$ cat src/rtl/xct_pkg.sv
package xct_pkg;

    typedef enum logic [2:0] {
        ST_IDLE      = 3'd0,
        ST_LONG_RUN  = 3'd1,
        ST_SHORT_RUN = 3'd2,
        ST_GATE      = 3'd3,
        ST_ACTIVE    = 3'd4
    } entry_st_e;

endpackage

$ cat src/rtl/xct_entry_fsm.sv
module xct_entry_fsm
    import xct_pkg::*;
#(
    parameter int LONG_CYC  = 120,
    parameter int SHORT_CYC = 2
) (
    input  logic      clk,
    input  logic      rails_ok,
    input  logic      dclk_p,
    input  logic      dclk_n,
    output entry_st_e state_q,
    output logic      latch_sel,
    output logic      enter_active
);

    localparam int MAXCYC = (LONG_CYC > SHORT_CYC) ? LONG_CYC : SHORT_CYC;
    localparam int CNTW   = $clog2(MAXCYC + 1);
    localparam logic [CNTW-1:0] LONG_LAST  = CNTW'(LONG_CYC - 1);
    localparam logic [CNTW-1:0] SHORT_LAST = CNTW'(SHORT_CYC - 1);

    entry_st_e       state_d;
    logic [CNTW-1:0] cnt_q, cnt_d;
    logic            parked, toggled;

    assign parked  = !dclk_p && dclk_n;
    assign toggled = dclk_p && !dclk_n;

    // next-state logic
    always_comb begin
        state_d = state_q;
        cnt_d   = cnt_q;
        unique case (state_q)
            ST_IDLE: begin
                state_d = ST_LONG_RUN;
                cnt_d   = '0;
            end
            ST_LONG_RUN: begin
                if (!parked) begin
                    cnt_d = '0;
                end else if (cnt_q == LONG_LAST) begin
                    state_d = ST_SHORT_RUN;
                    cnt_d   = '0;
                end else begin
                    cnt_d = cnt_q + 1'b1;
                end
            end
            ST_SHORT_RUN: begin
                if (!parked) begin
                    state_d = ST_LONG_RUN;
                    cnt_d   = '0;
                end else if (cnt_q == SHORT_LAST) begin
                    state_d = ST_GATE;
                    cnt_d   = '0;
                end else begin
                    cnt_d = cnt_q + 1'b1;
                end
            end
            ST_GATE: begin
                if (toggled) begin
                    state_d = ST_ACTIVE;
                end
            end
            ST_ACTIVE: begin
                state_d = ST_ACTIVE;
            end
            default: begin
                state_d = ST_IDLE;
                cnt_d   = '0;
            end
        endcase
    end

    // state register
    always_ff @(posedge clk) begin
        if (!rails_ok) begin
            state_q <= ST_IDLE;
            cnt_q   <= '0;
        end else begin
            state_q <= state_d;
            cnt_q   <= cnt_d;
        end
    end

    // outputs
    always_comb begin
        latch_sel    = rails_ok && (state_q == ST_SHORT_RUN) && (state_d == ST_GATE);
        enter_active = rails_ok && (state_d == ST_ACTIVE);
    end

endmodule

$ cat src/rtl/xct_sel_latch.sv
module xct_sel_latch #(
    parameter int REQW   = 4,
    parameter int NCHAIN = 5,
    parameter int SELW   = 3
) (
    input  logic            clk,
    input  logic            rails_ok,
    input  logic            latch_en,
    input  logic [REQW-1:0] req_n,
    output logic            sel_valid,
    output logic [SELW-1:0] sel_idx
);

    logic            dec_valid;
    logic [SELW-1:0] dec_idx;

    always_comb begin
        dec_valid = (req_n < REQW'(NCHAIN));
        dec_idx   = dec_valid ? SELW'(req_n) : '0;
    end

    always_ff @(posedge clk) begin
        if (!rails_ok) begin
            sel_valid <= 1'b0;
            sel_idx   <= '0;
        end else if (latch_en) begin
            sel_valid <= dec_valid;
            sel_idx   <= dec_idx;
        end
    end

endmodule

$ cat src/rtl/xct_xor_array.sv
module xct_xor_array #(
    parameter int NPIN      = 16,
    parameter int NCHAIN    = 5,
    parameter int SPLIT_IDX = 3,
    parameter int SELW      = 3,
    parameter logic [NCHAIN-1:0][NPIN-1:0] CHAIN_MASK = '0,
    parameter logic [NPIN-1:0] SUB_MASK = '0
) (
    input  logic              clk,
    input  logic              rails_ok,
    input  logic              enable,
    input  logic              sel_valid,
    input  logic [SELW-1:0]   sel_idx,
    input  logic              lan_strap,
    input  logic [NPIN-1:0]   pins,
    output logic [NCHAIN-1:0] chain_q,
    output logic              sub_b_q,
    output logic              merged_q
);

    logic [NCHAIN-1:0] red;
    logic [NCHAIN-1:0] chain_d;
    logic              red_b;
    logic              split_hit;
    logic              sub_b_d, merged_d;

    assign red_b     = ^(pins & SUB_MASK);
    assign split_hit = enable && sel_valid && (int'(sel_idx) == SPLIT_IDX);

    for (genvar k = 0; k < NCHAIN; k++) begin : g_chain
        assign red[k] = ^(pins & CHAIN_MASK[k]);
        if (k == SPLIT_IDX) begin : g_split
            assign chain_d[k] = split_hit && !lan_strap && red[k];
        end else begin : g_plain
            assign chain_d[k] = enable && sel_valid && (int'(sel_idx) == k)
                                && lan_strap && red[k];
        end
    end

    assign sub_b_d  = split_hit && !lan_strap && red_b;
    assign merged_d = split_hit && lan_strap && (red[SPLIT_IDX] ^ red_b);

    always_ff @(posedge clk) begin
        if (!rails_ok) begin
            chain_q  <= '0;
            sub_b_q  <= 1'b0;
            merged_q <= 1'b0;
        end else begin
            chain_q  <= chain_d;
            sub_b_q  <= sub_b_d;
            merged_q <= merged_d;
        end
    end

endmodule

$ cat src/rtl/xorchain_tmc.sv
module xorchain_tmc
    import xct_pkg::*;
#(
    parameter int NPIN      = 16,
    parameter int NCHAIN    = 5,
    parameter int SPLIT_IDX = 3,
    parameter int REQW      = 4,
    parameter int LONG_CYC  = 120,
    parameter int SHORT_CYC = 2,
    parameter logic [NCHAIN-1:0][NPIN-1:0] CHAIN_MASK =
        {16'hFFFF, 16'h3000, 16'h0F00, 16'h00F0, 16'h000F},
    parameter logic [NPIN-1:0] SUB_MASK = 16'hC000
) (
    input  logic              clk,
    input  logic              rsm_rst_n,
    input  logic              pwr_good,
    input  logic              rtc_rst_n,
    input  logic              dclk_p,
    input  logic              dclk_n,
    input  logic [REQW-1:0]   req_n,
    input  logic              lan_strap,
    input  logic [NPIN-1:0]   pins,
    output logic              test_active,
    output logic [NCHAIN-1:0] chain_out,
    output logic              sub4b_out,
    output logic              plt_rst_out
);

    localparam int SELW = (NCHAIN > 1) ? $clog2(NCHAIN) : 1;

    logic            rails_ok;
    entry_st_e       state_q;
    logic            latch_sel;
    logic            enter_active;
    logic            sel_valid;
    logic [SELW-1:0] sel_idx;

    assign rails_ok = rsm_rst_n && pwr_good && rtc_rst_n;

    xct_entry_fsm #(
        .LONG_CYC  (LONG_CYC),
        .SHORT_CYC (SHORT_CYC)
    ) u_fsm (
        .clk          (clk),
        .rails_ok     (rails_ok),
        .dclk_p       (dclk_p),
        .dclk_n       (dclk_n),
        .state_q      (state_q),
        .latch_sel    (latch_sel),
        .enter_active (enter_active)
    );

    xct_sel_latch #(
        .REQW   (REQW),
        .NCHAIN (NCHAIN),
        .SELW   (SELW)
    ) u_sel (
        .clk       (clk),
        .rails_ok  (rails_ok),
        .latch_en  (latch_sel),
        .req_n     (req_n),
        .sel_valid (sel_valid),
        .sel_idx   (sel_idx)
    );

    xct_xor_array #(
        .NPIN       (NPIN),
        .NCHAIN     (NCHAIN),
        .SPLIT_IDX  (SPLIT_IDX),
        .SELW       (SELW),
        .CHAIN_MASK (CHAIN_MASK),
        .SUB_MASK   (SUB_MASK)
    ) u_xor (
        .clk       (clk),
        .rails_ok  (rails_ok),
        .enable    (enter_active),
        .sel_valid (sel_valid),
        .sel_idx   (sel_idx),
        .lan_strap (lan_strap),
        .pins      (pins),
        .chain_q   (chain_out),
        .sub_b_q   (sub4b_out),
        .merged_q  (plt_rst_out)
    );

    assign test_active = (state_q == ST_ACTIVE);

endmodule

$ cat config.mk
export PLATFORM = sky130hd
export DESIGN_NAME = xorchain_tmc
export DESIGN_NICKNAME = d
export VERILOG_FILES = /design/src/rtl/xct_pkg.sv /design/src/rtl/xct_entry_fsm.sv /design/src/rtl/xct_sel_latch.sv /design/src/rtl/xct_xor_array.sv /design/src/rtl/xorchain_tmc.sv
export SDC_FILE = /design/constraint.sdc
export NUM_CORES = 1
export LEC_CHECK = 0
export ABC_CLOCK_PERIOD_IN_PS = 3350
export BUFFER_PORTS_ARGS = -buffer_cell sky130_fd_sc_hd__clkbuf_2
export CAP_MARGIN = 20
export CORE_AREA = 3 3 51 53
export DETAILED_ROUTE_END_ITERATION = 16
export DIE_AREA = 0 0 54 56
export PLACE_DENSITY = 0.78
export SKIP_LAST_GASP = 1
export SLEW_MARGIN = 25
export SYNTH_ARGS = -nofsm -noshare
export SYNTH_HDL_FRONTEND = slang
export SYNTH_SLANG_ARGS = --single-unit
$ cat constraint.sdc
create_clock -name clk -period 3.35 [get_ports clk]
set_input_delay 0.335 -clock clk [delete_from_list [all_inputs] [get_ports clk]]
set_output_delay 0.335 -clock clk [all_outputs]
set_load 0.005 [all_outputs]
==> summary.md <==
| Metric | Value |
|---|---|
| Final Instance Count excl. Fillers | `200` |
| Core ar. | `roughly 2200 sq um` |
| Nets | `between 200 and 250` |
| Setup tns final | `0 ns` |
| Vias after detailed routing | `1,073` |
| Clock Tree Root | `clkbuf_4` |
| Top cells by count, synth | `dfxtp_1, nand2_1, xnor2_1` |
| Worst-Skew Late Latency | `0.30 ns` |
| Syn Nets | `~170` |
| Via/cell ratio | `about 5.4` |
| CP startpoint kind | `flip-flop` |
| CP Buf/Inv Count | `0` |
| Final Skew | `around 0.0033 ns` |
| Count leader, synth | `dfxtp_1` |
| Vias in the first global route | `approximately 1.1k` |
| Dpl ws | `1.52 ns` |
| CP max FO | `8` |
| Rows | `17` |
| Yosys reg bits | `21` |
| Slowest-stage cell, CP | `or4_1` |
| CTS Buf Count | `3` |
| Post-synthesis sequential area ratio | `around 36%` |
| Io pins | `35` |
| Storage cell area | `between 400 and 500 sq um` |
| Post-synth EDFFs | `0` |
| Routed wire length | `between 2 and 3 mm` |
| Layout cell share with drive strength beyond 1 | `~27%` |
| Post-route cell area | `1390 sq um` |
| Final setup fails | `0` |
| CTS max path bufs | `2` |
| Unrepaired setup endpoints after global routing | `false` |
| Placed cell areas | `between 1000 and 1500 sq um` |
| Routed len/inst | `about 13 um` |
| Yosys top cell by area | `dfxtp_1` |
| Worst setup path start | `u_fsm.cnt_q[0]` |
| Routability Congestion | `roughly 0.76` |
| Final ANT Viol Nets | `0` |
| Die Wd | `54 um` |
| Min-Delay Endpoint | `u_sel.sel_valid` |
| CP required | `~3.6 ns` |
| RR Startpoint | `u_fsm.cnt_q[0]` |
| Max-slew violation count | `0` |
| Initial DRC Count | `18` |
| Area grow syn2layout | `19.0%` |
| Power per Cell Area | `324 nW/um^2` |
| Number of max-cap violations | `0` |
| DRC errors left | `0` |
| # resized after CTS | `0` |
| Post-layout worst setup margin | `1.53 ns` |
| Dpl hpwl | `between 2 and 2.5 mm` |
| Multi-input logic area | `approximately 720 sq um` |
| Top_reg_cell synth | `dfxtp_1` |
| Area contributors post-synth | `dfxtp_1, xnor2_1, nand2_1, nand3_1, nor2_1` |
| Tightest Pin Transition | `approximately 0.60 ns` |
| Post-synth ARST share | `0%` |
| Antenna cells | `0` |
| CP delay by family, top | `simple AND/OR/NAND/NOR gates` |
| WHS Path Cells | `2` |
| Antenna violations before repair | `0` |
| CP Data Arrival Time | `just over 2 ns` |
| Congestion Overflow GR | `0` |
| DP Cell Count | `roughly 200` |
| Die Area | `about 3000 sq um` |
| First-pass GRT wire length | `4.64 mm` |
| 1st-pass router iterations | `4` |
| RR Endpoint | `u_sel.sel_valid` |
| Syn Inst Count | `between 100 and 150` |
| Largest net degree at the start of global routing | `12` |
| Slowest stage delay, CP | `0.63 ns` |
| # Post-CTS Setup Buffers | `0` |
| Die Y-Extent | `between 50 and 60 um` |
| Post-Syn Area | `roughly 1200 sq um` |
| Crit Path Category | `flip-flop to flip-flop` |
| Overall Global Routing Usage | `between 10% and 20%` |
| CP cell instances | `ha_1, nor2b_1, nand2_1, or4_1, o31ai_2` |
| Final hold viol count | `0` |
| Starting density of the core | `between 50 and 60%` |
| Hold Path Class | `input port to flip-flop` |
| Yosys cell types | `41` |
| Post-Route Utilization | `between 60% and 70%` |
| VDD IR-drop max | `approximately 210 uV` |
| Top cell type's share of synthesized area | `a little over a third` |
| CP endpoint kind | `flip-flop` |
| H-tree Lvls | `1` |
| Synth Warn # | `0` |
| CTS tree | `done` |
| Worst reg2reg path depth | `5` |
| Sink Count | `21` |
| Flop2flop setup slack | `1.53 ns` |
| Syn Area/Cell | `8.61 sq um` |
| Hold Startpoint | `req_n[3]` |
| Max_slew headroom | `between 50% and 60%` |
| F_max | `between 0.5 and 0.6 GHz` |
| Clock input transition at the sequential cells of the worst setup and hold paths | `roughly 0.12 ns` |
| P_leak | `between 0.5 and 0.6 nW` |
| Fin crit period | `between 1.5 and 2 ns` |
| Filler cell count in the final layout | `approximately 190` |
| # port buffers | `34` |
| Final worst path period share | `a little over half` |
| Hold Buf Count CTS | `0` |
| Status | `completed` |
==> sequential cells by signal, indices dropped and copies added (netlist names) <==
name             cells
u_xor.sub_b_q        1
u_xor.merged_q       1
u_sel.sel_idx        3
u_xor.chain_q        5
u_fsm.state_q        3
u_fsm.cnt_q          7
u_sel.sel_valid      1
==> final cells by class <==
class                      count  share of cell area (%)
timing repair buffer          34                    12.2
clock buffer                   4                    1.89
multi-input combinational    108                    51.9
inverter                       5                    1.35
tap                           28                    2.51
sequential                    21                    30.2
==> logic make-up (layout without fill, tap and decap cells) <==
| group | after synthesis | count (layout) | synth area share (%) |
|---|---|---|---|
| XOR/XNOR | 16 | 16 | 12.6 |
| buffers and inverters | 7 | 43 | 2.35 |
| AO/OA/AOI/OAI | 26 | 26 | 14.6 |
| multiplexers | 1 | 1 | 0.855 |
| AND/OR/NAND/NOR | 63 | 63 | 31.5 |
| adder cells (fa/ha/maj) | 2 | 2 | 2.14 |
| flip-flops | 21 | 21 | 35.9 |
==> report_power, final <==
group / total, mW / switching [mW] / internal (mW)
clock network: 0.124 / 0.0774 / 0.0464
logic: 0.0771 / 0.0384 / 0.0387
registers: 0.251 / 0.000758 / 0.250
total: 0.452 / 0.117 / 0.335
==> how the worst max path moves through the flow <==
| stage | end | slack [ns] | depth (start not counted) |
|---|---|---|---|
| global placement | u_sel.sel_valid | 1.58 | 6 |
| detailed placement | u_sel.sel_valid | 1.52 | 5 |
| finish | u_sel.sel_valid | 1.53 | 5 |
| CTS | u_fsm.cnt_q[3] | 1.54 | 7 |
| global route | u_fsm.cnt_q[4] | 1.39 | 7 |
| floorplan | u_sel.sel_valid | 1.75 | 6 |
==> placed cells by master, fill, tap and decap left out, drive strengths merged, types with 2 or more instances in the layout <==
cell type / n
nand2b: 4
nand2: 16
nor2b: 3
a21o: 2
ha: 2
xor2: 3
and2: 2
nor3b: 2
a21oi: 7
nor4: 4
clkbuf: 38
or2: 2
o21ai: 9
nand3: 9
xnor2: 13
o41ai: 2
dfxtp: 21
nand4: 2
nor4b: 2
inv: 5
and3: 2
nor2: 11
==> per-layer routing <==
layer / global-route usage, % / up-vias / wire length [um]
li1: - / 554 / -
met2: 35.3 / 26 / 1410
met5: 0 / - / 0
met1: 23.7 / 487 / 1090
met4: 4.98 / 0 / 23
met3: 3.49 / 6 / 115
==> stage by stage <==
stage	hold slack (ns)	power, mW
after floorplan	0.432	0.308
after global placement	0.470	0.331
after detailed placement	0.482	0.334
after CTS	0.218	0.454
after global routing	0.216	0.475
final	0.223	0.452
(Power assumes the default switching activity.)
